==> src/rtl/msi_cap_pkg.sv <==
package msi_cap_pkg;

    // Word index of the register port (byte offset divided by four)
    typedef enum logic [3:0] {
        RG_CAP     = 4'd0,
        RG_CTRL    = 4'd1,
        RG_BASE_LO = 4'd2,
        RG_BASE_HI = 4'd3,
        RG_STAT_LO = 4'd4,
        RG_STAT_HI = 4'd5,
        RG_MASK_LO = 4'd6,
        RG_MASK_HI = 4'd7
    } reg_idx_e;

    localparam int CTRL_CAPTURE_BIT = 0;
    localparam int CTRL_REPORT_BIT  = 15;
    localparam int CAP_PRESENT_BIT  = 0;

endpackage

==> src/rtl/msi_match.sv <==
module msi_match #(
    parameter int ADDR_W  = 64,
    parameter int DATA_W  = 32,
    parameter int NUM_VEC = 64
) (
    input  logic                in_valid,
    input  logic [ADDR_W-1:0]   in_addr,
    input  logic [DATA_W-1:0]   in_data,
    input  logic [ADDR_W-1:0]   base_addr,
    input  logic                cap_en,
    output logic [NUM_VEC-1:0]  set_vec
);
    localparam int VEC_W = $clog2(NUM_VEC);

    logic hit;

    always_comb begin
        hit = in_valid && cap_en && (in_addr == base_addr)
              && (in_data < DATA_W'(NUM_VEC));
    end

    for (genvar i = 0; i < NUM_VEC; i++) begin : g_dec
        assign set_vec[i] = hit && (in_data[VEC_W-1:0] == VEC_W'(i));
    end

endmodule

==> src/rtl/msi_bank.sv <==
module msi_bank #(
    parameter int BANK_W = 32
) (
    input  logic              clk,
    input  logic              rst_n,
    input  logic [BANK_W-1:0] set_bits,
    input  logic [BANK_W-1:0] clr_bits,
    input  logic              mask_we,
    input  logic [BANK_W-1:0] mask_wdata,
    input  logic              report_en,
    output logic [BANK_W-1:0] status,
    output logic [BANK_W-1:0] mask,
    output logic              irq
);
    logic [BANK_W-1:0] status_nxt;

    always_comb begin
        // capture takes precedence over a clear of the same bit
        status_nxt = (status & ~clr_bits) | set_bits;
    end

    always_ff @(posedge clk or negedge rst_n) begin
        if (!rst_n) begin
            status <= '0;
            mask   <= '0;
        end else begin
            status <= status_nxt;
            if (mask_we) begin
                mask <= mask_wdata;
            end
        end
    end

    assign irq = report_en && (|(status & mask));

endmodule

==> src/rtl/msi_regs.sv <==
module msi_regs
    import msi_cap_pkg::*;
#(
    parameter int DATA_W = 32,
    parameter int REG_AW = 6
) (
    input  logic                 clk,
    input  logic                 rst_n,
    input  logic                 reg_wr,
    input  logic [REG_AW-1:0]    reg_addr,
    input  logic [DATA_W-1:0]    reg_wdata,
    input  logic [2*DATA_W-1:0]  status_flat,
    input  logic [2*DATA_W-1:0]  mask_flat,
    output logic                 cap_en,
    output logic                 report_en,
    output logic [2*DATA_W-1:0]  base_addr,
    output logic [2*DATA_W-1:0]  stat_clr,
    output logic [1:0]           mask_we,
    output logic [DATA_W-1:0]    reg_rdata
);
    logic [3:0]        idx;
    logic [DATA_W-1:0] base_lo_q;
    logic [DATA_W-1:0] base_hi_q;
    logic              cap_en_q;
    logic              report_en_q;
    logic [1:0]        unused_addr;

    assign idx         = reg_addr[5:2];
    assign unused_addr = reg_addr[1:0];

    always_ff @(posedge clk or negedge rst_n) begin
        if (!rst_n) begin
            base_lo_q   <= '0;
            base_hi_q   <= '0;
            cap_en_q    <= 1'b0;
            report_en_q <= 1'b0;
        end else if (reg_wr) begin
            unique case (idx)
                RG_CTRL: begin
                    cap_en_q    <= reg_wdata[CTRL_CAPTURE_BIT];
                    report_en_q <= reg_wdata[CTRL_REPORT_BIT];
                end
                RG_BASE_LO: base_lo_q <= reg_wdata;
                RG_BASE_HI: base_hi_q <= reg_wdata;
                default: ;
            endcase
        end
    end

    always_comb begin
        stat_clr = '0;
        mask_we  = 2'b00;
        if (reg_wr) begin
            unique case (idx)
                RG_STAT_LO: stat_clr[DATA_W-1:0]        = reg_wdata;
                RG_STAT_HI: stat_clr[2*DATA_W-1:DATA_W] = reg_wdata;
                RG_MASK_LO: mask_we[0] = 1'b1;
                RG_MASK_HI: mask_we[1] = 1'b1;
                default: ;
            endcase
        end
    end

    always_comb begin
        reg_rdata = '0;
        unique case (idx)
            RG_CAP:     reg_rdata[CAP_PRESENT_BIT] = 1'b1;
            RG_CTRL: begin
                reg_rdata[CTRL_CAPTURE_BIT] = cap_en_q;
                reg_rdata[CTRL_REPORT_BIT]  = report_en_q;
            end
            RG_BASE_LO: reg_rdata = base_lo_q;
            RG_BASE_HI: reg_rdata = base_hi_q;
            RG_STAT_LO: reg_rdata = status_flat[DATA_W-1:0];
            RG_STAT_HI: reg_rdata = status_flat[2*DATA_W-1:DATA_W];
            RG_MASK_LO: reg_rdata = mask_flat[DATA_W-1:0];
            RG_MASK_HI: reg_rdata = mask_flat[2*DATA_W-1:DATA_W];
            default:    reg_rdata = '0;
        endcase
    end

    assign cap_en    = cap_en_q;
    assign report_en = report_en_q;
    assign base_addr = {base_hi_q, base_lo_q};

endmodule

==> src/rtl/msi_capture_unit.sv <==
module msi_capture_unit #(
    parameter int DATA_W = 32,
    parameter int REG_AW = 6
) (
    input  logic                clk,
    input  logic                rst_n,
    input  logic                in_wr_valid,
    input  logic [2*DATA_W-1:0] in_wr_addr,
    input  logic [DATA_W-1:0]   in_wr_data,
    input  logic                reg_wr,
    input  logic [REG_AW-1:0]   reg_addr,
    input  logic [DATA_W-1:0]   reg_wdata,
    output logic [DATA_W-1:0]   reg_rdata,
    output logic                irq_lo,
    output logic                irq_hi
);
    localparam int BANK_W    = DATA_W;
    localparam int NUM_BANKS = 2;
    localparam int NUM_VEC   = BANK_W * NUM_BANKS;
    localparam int ADDR_W    = 2 * DATA_W;

    logic                 cap_en;
    logic                 report_en;
    logic [ADDR_W-1:0]    base_addr;
    logic [NUM_VEC-1:0]   set_vec;
    logic [NUM_VEC-1:0]   stat_clr;
    logic [NUM_VEC-1:0]   status_flat;
    logic [NUM_VEC-1:0]   mask_flat;
    logic [NUM_BANKS-1:0] mask_we;
    logic [NUM_BANKS-1:0] irq_vec;
    logic [BANK_W-1:0]    status_lo_w;
    logic [BANK_W-1:0]    status_hi_w;

    msi_regs #(
        .DATA_W (DATA_W),
        .REG_AW (REG_AW)
    ) u_regs (
        .clk         (clk),
        .rst_n       (rst_n),
        .reg_wr      (reg_wr),
        .reg_addr    (reg_addr),
        .reg_wdata   (reg_wdata),
        .status_flat (status_flat),
        .mask_flat   (mask_flat),
        .cap_en      (cap_en),
        .report_en   (report_en),
        .base_addr   (base_addr),
        .stat_clr    (stat_clr),
        .mask_we     (mask_we),
        .reg_rdata   (reg_rdata)
    );

    msi_match #(
        .ADDR_W  (ADDR_W),
        .DATA_W  (DATA_W),
        .NUM_VEC (NUM_VEC)
    ) u_match (
        .in_valid  (in_wr_valid),
        .in_addr   (in_wr_addr),
        .in_data   (in_wr_data),
        .base_addr (base_addr),
        .cap_en    (cap_en),
        .set_vec   (set_vec)
    );

    for (genvar b = 0; b < NUM_BANKS; b++) begin : g_bank
        msi_bank #(
            .BANK_W (BANK_W)
        ) u_bank (
            .clk        (clk),
            .rst_n      (rst_n),
            .set_bits   (set_vec[b*BANK_W +: BANK_W]),
            .clr_bits   (stat_clr[b*BANK_W +: BANK_W]),
            .mask_we    (mask_we[b]),
            .mask_wdata (reg_wdata),
            .report_en  (report_en),
            .status     (status_flat[b*BANK_W +: BANK_W]),
            .mask       (mask_flat[b*BANK_W +: BANK_W]),
            .irq        (irq_vec[b])
        );
    end

    assign status_lo_w = status_flat[BANK_W-1:0];
    assign status_hi_w = status_flat[NUM_VEC-1:BANK_W];
    assign irq_lo      = irq_vec[0];
    assign irq_hi      = irq_vec[NUM_BANKS-1];

endmodule

==> config.mk <==
export PLATFORM = sky130hd
export DESIGN_NAME = msi_capture_unit
export DESIGN_NICKNAME = d
export VERILOG_FILES = /design/src/rtl/msi_cap_pkg.sv /design/src/rtl/msi_match.sv /design/src/rtl/msi_bank.sv /design/src/rtl/msi_regs.sv /design/src/rtl/msi_capture_unit.sv
export SDC_FILE = /design/constraint.sdc
export NUM_CORES = 1
export LEC_CHECK = 0
export CAP_MARGIN = 20
export CORE_ASPECT_RATIO = 0.6
export CORE_MARGIN = 2
export CORE_UTILIZATION = 45
export DETAILED_ROUTE_END_ITERATION = 8
export DONT_BUFFER_PORTS = 1
export HOLD_SLACK_MARGIN = 0.03
export PLACE_DENSITY_LB_ADDON = 0.2
export SLEW_MARGIN = 20
export SYNTH_ARGS = -nofsm -noshare
export SYNTH_HDL_FRONTEND = slang
export SYNTH_SLANG_ARGS = --single-unit
==> constraint.sdc <==
create_clock -name clk -period 2.4 [get_ports clk]
set_input_delay 0.36 -clock clk [delete_from_list [all_inputs] [get_ports clk]]
set_output_delay 0.36 -clock clk [all_outputs]
set_load 0.01 [all_outputs]
==> impl_metrics.toml <==
[layout]
final_area_sq_um = 11370
multi_input_area_sq_um = 5144
drive_above_1_share = 0.2796
finish.utilization = 0.5199
nFillCells = 1948
regArea_sq_um = 4856
area_delta_synth_final_pct = 14.22
nets = 1013
stdcell_count = 1173
antenna_cells = 0

[pwr]
intPower_uw = 6188
power_density_nw_per_um2 = 760.8
pwr-share-clk = 0.359
pwr-share-comb = 0.137
worst_ir_drop_vdd_mv = 0.4984
seqPwrFrac = 0.504
switchingPower_uw = 2459
finalPower_uw = 8647
swShare = 0.2844
p_leak_uw = 0.004680

[clocking]
path_clk_slew_ns = 0.07
htreeDepth = 4
cts.sinks = 194
clockBufferDepth = 2
cts_buffers = 17
insertion_delay_ns = 0.45
cts_tree = "done"
cts_root_buffer = "clkbuf_16"

[synth]
avgSynthCellArea_sq_um = 11.22
synthMuxAreaShare = 0.1481
ys.flop_type = "dfrtp_1"
yosys_warnings = 0
yosys_register_bits = 194
synth_adder_area_share = 0
synth_top_family_by_area = "compound AO/OA/AOI/OAI gates"
synth_xor_area_frac = 0.05633
syn-num-nets = 1025
synth-edff-count = 0
synth_top_cell_by_area = "dfrtp_1"
synth_area_sq_um = 9951
netlist_instances = 887
synthSimpleGateAreaFrac = 0.1129
yosys.cell_count.top_type = "dfrtp_1"
ys_top_cells_by_count = "194 x dfrtp_1, 144 x nand2_1, 130 x mux2_2"
synth_compound_area_frac = 0.1661
async_flop_share = 1.000
ys_top_cells_by_area = "dfrtp_1 49%, mux2_2 15%, a22oi_1 8.2%"
synth_seq_area_share = 0.4879
synthDistinctLibCells = 36
synth_top_area_frac = 0.4879

[sta]
finalMaxSlewViolations = 0
worstMarginPinSlew_ns = 1.192
slew_headroom = 0.2053
clock_skew_ns = 0.01248
hold_violations = 194
setup-violations-final = 0
hold_ws_ns = -0.3885
fin_crit_sh = 0.9914
rsz0062_at_grt = "true"
max_freq_mhz = 420.3
min_period_ns = 2.379

[drt]
viasPerCell = 6.701
firstDrtPassIters = 5
route.detailed.drc = 0
antenna_left = 0
wirelength_mm = 35.94
wire_per_inst_um = 30.64
drt_iter0_drc = 817
vias = 7860

[grt]
grt_pass1_wl_mm = 51.17
grt_overflow = 0
grt_max_degree = 195
grt_pass1_vias = 7413
grt_usage = 0.3042
antenna_found_initial = 0

[floorplan]
fp.dieArea_sq_um = 23360
io_pins = 172
die_w_um = 196.0
start_util = 0.4552
rows = 42
coreArea_sq_um = 21860
die_h_um = 119.2

[critical_path]
start_kind = "flop"
cp.required_ns = 2.04
cp-end-kind = "output port"
crit_arrival_ns = 2.02
worst-setup-path-type = "reg -> out"
critPathMaxFanout = 2

[placement]
place_area_sq_um = 10360
hpwl_mm = 24.19
io_buffers = 0
dp.cells = 1137
gp_congestion = 0.8948

[flow_run]
cap_violations = 0

[hold_path]
hp-class = "in -> async"

[outcome]
violations = "hold timing"
status = "complete, but fails checks"
==> what timing repair did <==
action                                  4_1_cts  5_1_grt
pin swaps                                     0        9
resized for setup                             4       39
setup buffers                                 0        3
cloned                                        0        2
endpoints found under the setup margin        5       65
endpoints found under the hold margin       194      194
==> worst max-delay path, cell delays in order, from the launching register on <==
cell      delay, ns
dfrtp_1        0.39
a22o_1         0.24
a221oi_2       0.20
buf_4          0.17
nand4_1        0.17
o31a_1         0.41
==> kinds of logic (layout without fill, tap and decap cells) <==
family | Yosys count | in the layout
compound gates | 195 | 195
buf+inv | 60 | 60
flops | 194 | 194
mux | 131 | 131
xor+xnor | 64 | 64
simple gates | 243 | 243
==> metal layers <==
metal,track usage,vias up,wire length [um]
li1,-,3357,-
met1,0.4548,4022,16080
met2,0.4099,446,14800
met3,0.1195,35,4414
met4,0.06866,0,641
met5,0,-,0
==> state kept, by name, summed over array words and instances (netlist names) <==
signal and flops:
u_regs.cap_en 1, u_regs.base_hi_q 32, u_regs.report_en 1, g_bank.u_bank.status 64, g_bank.u_bank.mask 64, u_regs.base_lo_q 32
==> per-stage QoR <==
step           hold WS [ns]  setup TNS (ns)  setup slack, ns
5_1_grt             -0.4010        -0.03026         -0.03026
3_5_place_dp        0.07386        -0.04320         -0.03985
3_3_place_gp        0.07462               0          0.04565
4_1_cts             -0.4019               0         0.008544
6_report            -0.3885               0          0.02072
2_1_floorplan       0.06441               0           0.5025
==> worst paths after layout <==
kind,startpoint,to,slack [ns],cells past startpoint
min reg2reg,g_bank[1].u_bank.status[21],g_bank[1].u_bank.status[21],0.51,2
min in group clk,reg_wdata[29],u_regs.base_hi_q[29],0.05,1
max in group asynchronous,rst_n,u_regs.base_lo_q[15],2.34,0
max,g_bank[0].u_bank.mask[1],irq_lo,0.02,5
max reg2reg,u_regs.base_lo_q[2],g_bank[1].u_bank.status[29],0.05,6
min,rst_n,u_regs.base_lo_q[3],-0.39,0
==> power groups by stage <==
stage	Combinational (uW)	Sequential, uW	Clock [uW]
5_1_grt	1280	4420	3250
2_1_floorplan	885	4160	0
4_1_cts	1150	4330	3140
3_5_place_dp	1140	4380	0
3_3_place_gp	1110	4370	0
6_report	1180	4360	3100
==> placed cells by master, fill, tap and decap left out, types with 7 or more instances in the layout <==
master       n
a22o_1       7
a22oi_1    109
buf_12       9
buf_4       16
clkbuf_16   19
dfrtp_1    193
mux2_2     130
nand2_1    143
nand3_1     40
nand4_1     21
nor4_1       7
o41ai_1     28
o41ai_2     35
xnor2_1     46
xor2_1      16
==> area by class of cell <==
cell class	count	area share
Sequential cell	194	0.4272
Inverter	1	0.0003303
Clock buffer	17	0.03743
Multi-Input combinational cell	633	0.4526
Tap cell	286	0.03148
Timing Repair Buffer	28	0.03325
Clock inverter	14	0.01772
Power figures use the tool's default switching activity.
